### src/rtl/buddy_pkg.sv
package buddy_pkg;
    typedef enum logic {
        KIND_PLANE = 1'b0,
        KIND_XLAT  = 1'b1
    } req_kind_e;
endpackage

### src/rtl/buddy_match.sv
module buddy_match #(
    parameter int ADDR_W  = 37,
    parameter int CMP_LSB = 9,
    localparam int MASK_W = ADDR_W - CMP_LSB
) (
    input  logic [ADDR_W-1:0] addr_a,
    input  logic [ADDR_W-1:0] addr_b,
    input  logic [MASK_W-1:0] mask,
    output logic              hit
);
    logic [MASK_W-1:0] diff;

    // One comparator bit per compared address bit; a set mask bit drops it.
    for (genvar i = 0; i < MASK_W; i++) begin : g_bit
        assign diff[i] = (addr_a[i+CMP_LSB] ^ addr_b[i+CMP_LSB]) & ~mask[i];
    end

    assign hit = ~|diff;
endmodule

### src/rtl/buddy_wait_sel.sv
module buddy_wait_sel
    import buddy_pkg::*;
#(
    parameter int TMR_W = 6
) (
    input  logic             kind,
    input  logic [TMR_W-1:0] plane_wait,
    input  logic [TMR_W-1:0] xlat_wait,
    output logic [TMR_W-1:0] load_val
);
    req_kind_e kind_e;

    always_comb begin
        kind_e   = req_kind_e'(kind);
        load_val = (kind_e == KIND_XLAT) ? xlat_wait : plane_wait;
    end
endmodule

### src/rtl/buddy_pair_unit.sv
module buddy_pair_unit #(
    parameter int ADDR_W  = 37,
    parameter int CMP_LSB = 9,
    parameter int TMR_W   = 6,
    localparam int MASK_W = ADDR_W - CMP_LSB
) (
    input  logic              clk,
    input  logic              rst_n,
    input  logic              cfg_bypass,
    input  logic [MASK_W-1:0] cfg_mask,
    input  logic [TMR_W-1:0]  cfg_plane_wait,
    input  logic [TMR_W-1:0]  cfg_xlat_wait,
    input  logic              in_valid,
    input  logic [ADDR_W-1:0] in_addr,
    input  logic              in_kind,
    output logic              out0_valid,
    output logic [ADDR_W-1:0] out0_addr,
    output logic              out0_kind,
    output logic              out1_valid,
    output logic [ADDR_W-1:0] out1_addr,
    output logic              out1_kind,
    output logic              out_paired
);
    typedef struct packed {
        logic              hold_v;
        logic [ADDR_W-1:0] hold_addr;
        logic              hold_kind;
        logic [TMR_W-1:0]  hold_tmr;
        logic              o0_v;
        logic [ADDR_W-1:0] o0_addr;
        logic              o0_kind;
        logic              o1_v;
        logic [ADDR_W-1:0] o1_addr;
        logic              o1_kind;
        logic              pair;
    } state_t;

    state_t            s_d, s_q;
    logic              buddy_hit;
    logic [TMR_W-1:0]  load_val;

    buddy_match #(.ADDR_W(ADDR_W), .CMP_LSB(CMP_LSB)) u_match (
        .addr_a (s_q.hold_addr),
        .addr_b (in_addr),
        .mask   (cfg_mask),
        .hit    (buddy_hit)
    );

    buddy_wait_sel #(.TMR_W(TMR_W)) u_wait (
        .kind       (in_kind),
        .plane_wait (cfg_plane_wait),
        .xlat_wait  (cfg_xlat_wait),
        .load_val   (load_val)
    );

    always_comb begin
        s_d      = s_q;
        s_d.o0_v = 1'b0;
        s_d.o1_v = 1'b0;
        s_d.pair = 1'b0;

        if (cfg_bypass) begin
            // Flush the slot and pass the arrival straight through.
            if (s_q.hold_v) begin
                s_d.o0_v    = 1'b1;
                s_d.o0_addr = s_q.hold_addr;
                s_d.o0_kind = s_q.hold_kind;
            end
            if (in_valid) begin
                s_d.o1_v    = 1'b1;
                s_d.o1_addr = in_addr;
                s_d.o1_kind = in_kind;
            end
            s_d.hold_v = 1'b0;
        end else if (s_q.hold_v) begin
            if (in_valid && buddy_hit) begin
                // Pair beats expiry on the same edge.
                s_d.o0_v    = 1'b1;
                s_d.o0_addr = s_q.hold_addr;
                s_d.o0_kind = s_q.hold_kind;
                s_d.o1_v    = 1'b1;
                s_d.o1_addr = in_addr;
                s_d.o1_kind = in_kind;
                s_d.pair    = 1'b1;
                s_d.hold_v  = 1'b0;
            end else if (s_q.hold_tmr == '0) begin
                s_d.o0_v    = 1'b1;
                s_d.o0_addr = s_q.hold_addr;
                s_d.o0_kind = s_q.hold_kind;
                s_d.hold_v  = in_valid;
                if (in_valid) begin
                    s_d.hold_addr = in_addr;
                    s_d.hold_kind = in_kind;
                    s_d.hold_tmr  = load_val;
                end
            end else begin
                s_d.hold_tmr = s_q.hold_tmr - 1'b1;
                if (in_valid) begin
                    s_d.o1_v    = 1'b1;
                    s_d.o1_addr = in_addr;
                    s_d.o1_kind = in_kind;
                end
            end
        end else if (in_valid) begin
            s_d.hold_v    = 1'b1;
            s_d.hold_addr = in_addr;
            s_d.hold_kind = in_kind;
            s_d.hold_tmr  = load_val;
        end
    end

    always_ff @(posedge clk or negedge rst_n) begin
        if (!rst_n) begin
            s_q <= '0;
        end else begin
            s_q <= s_d;
        end
    end

    assign out0_valid = s_q.o0_v;
    assign out0_addr  = s_q.o0_addr;
    assign out0_kind  = s_q.o0_kind;
    assign out1_valid = s_q.o1_v;
    assign out1_addr  = s_q.o1_addr;
    assign out1_kind  = s_q.o1_kind;
    assign out_paired = s_q.pair;
endmodule

### config.mk
export PLATFORM = sky130hd
export DESIGN_NAME = buddy_pair_unit
export DESIGN_NICKNAME = d
export VERILOG_FILES = /design/src/rtl/buddy_pkg.sv /design/src/rtl/buddy_match.sv /design/src/rtl/buddy_wait_sel.sv /design/src/rtl/buddy_pair_unit.sv
export SDC_FILE = /design/constraint.sdc
export NUM_CORES = 1
export LEC_CHECK = 0
export ABC_AREA = 1
export BUFFER_PORTS_ARGS = -buffer_cell sky130_fd_sc_hd__buf_2
export CAP_MARGIN = 40
export CELL_PAD_IN_SITES_DETAIL_PLACEMENT = 1
export CELL_PAD_IN_SITES_GLOBAL_PLACEMENT = 1
export CORE_AREA = 2 2 149 151
export CTS_BUF_LIST = sky130_fd_sc_hd__clkbuf_2
export DETAILED_ROUTE_END_ITERATION = 8
export DIE_AREA = 0 0 151 153
export PLACE_DENSITY = 0.81
export SLEW_MARGIN = 0
export SYNTH_ARGS = -nofsm -noshare
export SYNTH_HDL_FRONTEND = slang
export SYNTH_SLANG_ARGS = --single-unit
### constraint.sdc
create_clock -name clk -period 1.85 [get_ports clk]
set_input_delay 0.37 -clock clk [delete_from_list [all_inputs] [get_ports clk]]
set_output_delay 0.37 -clock clk [all_outputs]
set_load 0.01 [all_outputs]
---- Word level (Yosys, flattened, before mapping) ----
Cells that the tools add are included.
cells by class
  muxes and demuxes ....................... 18
  bitwise gates (word level) .............. 85
  order comparisons ....................... 0
  equality and inequality tests ........... 4
  div/mod/pow operators ................... 0
  shift-type cells ........................ 0
  reductions and logical operators ........ 11
  multipliers ............................. 0
  $add $sub $neg .......................... 1
operators by type and width
  kind                                                    number
  two-way mux 39 bit                                      5
  two-way mux 78 bit                                      2
  two-way mux 45 bit                                      2
  two-way mux 44 bit                                      2
  two-way mux 79 bit                                      1
  NOT 1 bit                                               29
  bitwise AND 1 bit                                       28
  OR reduction 28 bit                                     1
  XOR 1 bit                                               28
  two-way mux 6 bit                                       2
  logical NOT 6 bit                                       1
  inequality test 3 bit (second input constant)           2
  subtractor 6 x 1 -> 6 bit (second input constant)       1
  AND reduction 5 bit                                     1
  two-way mux 1 bit                                       4
  AND reduction 2 bit                                     2
  AND reduction 4 bit                                     1
  nonzero test 2 bit                                      2
  nonzero test 3 bit                                      1
  inequality test 2 x 1 -> 1 bit (second input constant)  1
  inequality test 2 bit (second input constant)           1
  logical AND 1 bit                                       1
  logical NOT 1 bit                                       1
word-level totals
  logic and storage cells ................. 130
  ROM bits ................................ 0
  memories kept ........................... 0
  register bits ........................... 124
  memory bits (writable) .................. 0
  latch bits .............................. 0
  input bits .............................. 82

---- Depth between registers and ports, before layout ----
  depth after elaboration ................. 8
  mapped depth ............................ 14

---- By module ----
Synthesis repeated with hierarchy kept, for this count alone.
second synthesis, totals
  cells, all modules ...................... 1016
  area total of the unflattened synthesis .. 7357.1 um^2
by module, submodules not included
  module           area an instance (um^2)  seq. area each (um^2)  cells each  times used
  buddy_pair_unit  6631.4                   3103.0                 835         1
  buddy_match      654.4                    0.0                    162         1
  buddy_wait_sel   71.3                     0.0                    19          1

---- Worst setup path before layout ----
Ideal clock, no wire load.
  path type ............................... register to register
  from .................................... register s_q[79] in the netlist's numbering
  to ...................................... register s_q[114] in the netlist's numbering
  setup slack ............................. 0.094 ns
  library setup time ...................... 0.117 ns
  clock period less this slack ............ 1.756 ns
  data required time ...................... 1.733 ns
  arrival ................................. 1.640 ns
  stages on the path, launching flop included .. 13
  cells stage by stage .................... dfrtp_1 > inv_1 > ha_1 > nand2_1 > nor2_1 > nand2_1 > nand2_1 > buf_2 > nand4_1 > buf_4 > buf_6 > nand2_1 > nand2_1
between the ends
  word-level cells in the longest chain between the ends .. 3
  elaborated cells between the ends (all ways) .. 4
  those cells by class .................... eq/ne: 2; reduce/logical: 2
ends and longest elaborated chain
  element                                                                                          RTL line                text
  start: declaration                                                                               buddy_pair_unit.sv:38   state_t s_d, s_q;
  start signal: assignment                                                                         buddy_pair_unit.sv:114  s_q <= '0;
  start signal: assignment                                                                         buddy_pair_unit.sv:116  s_q <= s_d;
  logical NOT 6 bit *                                                                              buddy_pair_unit.sv:86   end else if (s_q.hold_tmr == '0) begin
  inequality test 3 bit (no source line) / inequality test 2 x 1 -> 1 bit (equally long branches)  n/a
  AND reduction 5 bit (no source line) *                                                           n/a
Every way passes the cells marked *; elsewhere a longest branch is shown, timed or not.
A chain may end at the register's enable or synchronous reset.

---- Worst setup path in the final report ----
  from .................................... register s_q[109] in the netlist's numbering
  to ...................................... register s_q[105] in the netlist's numbering
between the ends
  word-level cells in the longest chain between the ends .. 7
  elaborated cells between the ends (all ways) .. 8
  those cells by class .................... eq/ne: 2; bitwise: 2; reduce/logical: 4
ends and longest elaborated chain
  element                                                                                 RTL line               text
  XOR 1 bit *                                                                             buddy_match.sv:15      assign diff[i] = (addr_a[i+CMP_LSB] ^ addr_b[i+CMP_LSB]) & ~mask[i];
  bitwise AND 1 bit *                                                                     buddy_match.sv:15
  OR reduction 28 bit *                                                                   buddy_match.sv:18      assign hit = ~|diff;
  logical NOT 1 bit *                                                                     buddy_match.sv:18
  logical AND 1 bit *                                                                     buddy_pair_unit.sv:76  if (in_valid && buddy_hit) begin
  inequality test 3 bit (no source line) / inequality test 2 bit (equally long branches)  n/a
  AND reduction 5 bit (no source line) *                                                  n/a
Marked as above.

==> results.cfg <==
[sta]
finalCriticalPeriod_ps = 2170
setup_viol = 121
setup_ws_ps = -323
maxSlewViolCount = 0
hold_viol = 0
skew_ps = 58.0
period_share_pct = 117
fmax_mhz = 460
max-slew-margin-rel_pct = 62.9
whs_ps = 47.8
rsz0062_at_grt = yes
max_slew.worst_pin.slew_ps = 557

[worst_setup_path]
path_common_cell = nand2_1
crit_slowest_cell = dfrtp_1
cp_max_fo = 5
worstPathRequired_ps = 2570
critPathArrivalTime_ps = 2900
endpoint_kind = register
critPathLaunchType = register
path_class = reg -> reg
cp_slowest_stage_delay_ps = 450
timing.critical_path.cells = or2_1, nand2_1, nand2_1, nor2_2, nand2_2, nor2_4, nand3_4, nand4_1, buf_6, clkbuf_16, nand2_2, nand2_1

[clock_network]
cts-root-buf = clkbuf_2
cts_buffer_depth = 2
htree_levels = 4
clk_latency_ps = 790
path_clk_slew_ps = 270
cts_tree = built
cts_made_buffers = 17
cts.sinks = 124

[placed_design]
dp_hpwl_um = 19700
portBuffers = 160
pre_cts_slack_ps = -215
gp_congestion = 0.800

[cells_and_area]
regArea_um2 = 3100
fillers = 2759
drive_gt1_share_pct = 30.4
multiInputGateArea_um2 = 3900
area_delta_synth_final_pct = 32.2
final_nets = 1413

[global_route]
grt_pass1_wl_um = 47000
met1_usage_pct = 33.1
grt_max_degree = 41
grt-ovfl-total = 0
grt.busiest_layer = met2
antenna_found_initial = 2
track_usage_pct = 25.9
use_met3_pct = 5.70
gr-usage-met2_pct = 42.7
grt_pass1_vias = 8763

[floorplanning]
dieArea_um2 = 23100
boundaryPins = 161
die_x_um = 151
die_h_um = 153
std_cell_rows = 54
fp.coreArea_um2 = 21500
initial_core_util_pct = 36.7

[power_and_ir_drop]
ir_drop_mv = 0.434
p_total_mw = 9.46
leakage_nw = 5.67
power.density_nw_per_um2 = 908

[logic_synthesis]
yosysWarnings = 0
synth.distinct_cells = 29
synthesis.nets = 1214
yosysSeqAreaShare_pct = 39.4
ys_ff_latch = 124
synthesis.area_um2 = 7880
postSynthCellCount = 1131
syn_avg_cell_area_um2 = 6.97

[drt]
drt_iter0_drc = 679
ant_nets = 0
drt-total-wl_um = 30900
via_per_inst = 5.33
drc = 0
wl_per_cell_um = 19.0
routed-via-count = 8649
dr.pass1.iters = 5

[run_status]
violations = setup timing
outcome = finished, violations left

[run]
maxCapViolCount = 0

[worst_hold_path]
hold_path_class = in -> reg
==> Yosys cell counts <==
cell type	number	share of area [%]
nand2_1	504	24
dfrtp_1	124	39
nand3_1	86	5.5
buf_4	76	7.2
o21ai_0	56	3.6
inv_1	55	2.6
nand4_1	39	3.1
o211ai_1	38	3.6
clkbuf_1	35	1.7
nor2_1	21	1.0
buf_2	17	1.1
a21oi_1	13	0.83
nand3b_1	11	1.0
buf_6	10	1.4
o21ai_2	10	1.1
buf_1	8	0.38
or2_0	6	0.48
nand3_2	3	0.38
o21ai_1	3	0.19
or2_1	3	0.24
nand2_2	2	0.16
nor2_2	2	0.16
nor3_1	2	0.13
xor2_1	2	0.22
ha_1	1	0.16
inv_2	1	0.048
mux2i_1	1	0.13
nor3b_1	1	0.095
o31ai_1	1	0.095
==> critical path, delay by kind of cell (launching register included) <==
family        cells  cell delay, ps
simple gates     10            1280
flops             1             450
buf+inv           2             360
==> metal layers <==
layer	vias up	part of all wire (%)	routed length, um
met5	-	0.042	13
met4	2	3.8	1170
met3	81	7.1	2190
met2	358	48	14900
met1	4225	41	12700
li1	3983	-	-
==> flip-flops by register name, indices dropped and copies added, names as in the netlist <==
name / count
out1_valid: 1
out_paired: 1
out0_kind: 1
out1_addr: 37
s_q: 45
out0_addr: 37
out1_kind: 1
out0_valid: 1
==> through the flow <==
stage	TNS (ps)	util [%]	cell area [um2]	cells
after floorplan	0	-	7880	1131
after global placement	-14560	42.4	9100	1530
after detailed placement	-20860	42.4	9100	1530
after CTS	-6440	47.1	10100	1614
after global routing	-33240	48.5	10400	1624
final	-24740	48.5	10400	1624
==> report_power, final <==
group	switching (mW)	total, mW	leakage (nW)	internal (mW)
sequential	0.431	3.67	1.62	3.24
clock	1.26	2.45	0.192	1.19
combinational	1.94	3.33	3.86	1.40
==> layout by cell type (no fill, tap or decap), types with 5 or more instances in the layout <==
cell type and count:
nor2_1 15, nand2_4 9, buf_12 16, nand3b_1 11
nand2_2 55, nand2_1 442, inv_1 51, or2_0 5
dfrtp_1 123, o21ai_1 9, buf_4 96, nand4_1 39
buf_2 159, o21ai_0 50, a21oi_1 13, clkbuf_16 5
o211ai_1 38, bufinv_16 6, clkbuf_2 17, o21ai_2 10
buf_6 7, nand3_1 85, dlygate4sd3_1 41
==> final cells by class <==
| type | count | share of cell area (%) |
|---|---|---|
| repair buffers | 326 | 24.1 |
| clock buffers | 17 | 0.817 |
| inverters | 56 | 2.04 |
| clock inverters | 15 | 2.50 |
| multi-input cells | 805 | 37.4 |
| diodes | 1 | 0.0240 |
| flip-flops and latches | 124 | 29.8 |
| well taps | 280 | 3.36 |
==> logic make-up after synthesis <==
logic type,after synthesis,share of synthesized area (%)
XOR/XNOR,2,0.222
flip-flops,124,39.4
AND/OR/NAND/NOR,680,36.2
AO/OA/AOI/OAI,121,9.40
buffers and inverters,202,14.5
adder cells (fa/ha/maj),1,0.159
multiplexers,1,0.127
==> what timing repair did <==
item,4_1_cts,5_1_grt
gates cloned,3,6
buffers inserted,8,4
pin swaps,0,45
resized for setup,33,66
hold endpoints to repair,171,0
endpoints found under the setup margin,122,123
hold buffers,41,0
==> worst paths after layout <==
kind,to,start,depth (start not counted),slack (ps)
min in group asynchronous,out0_addr[2],rst_n,2,60
max,s_q[105],s_q[109],12,-320
max reg2reg,s_q[105],s_q[109],12,-320
min,out1_addr[11],in_addr[11],4,50
min reg2reg,out0_addr[18],out0_addr[18],2,510
max in group asynchronous,out0_addr[36],rst_n,3,1220
Power figures use the tool's default switching activity.
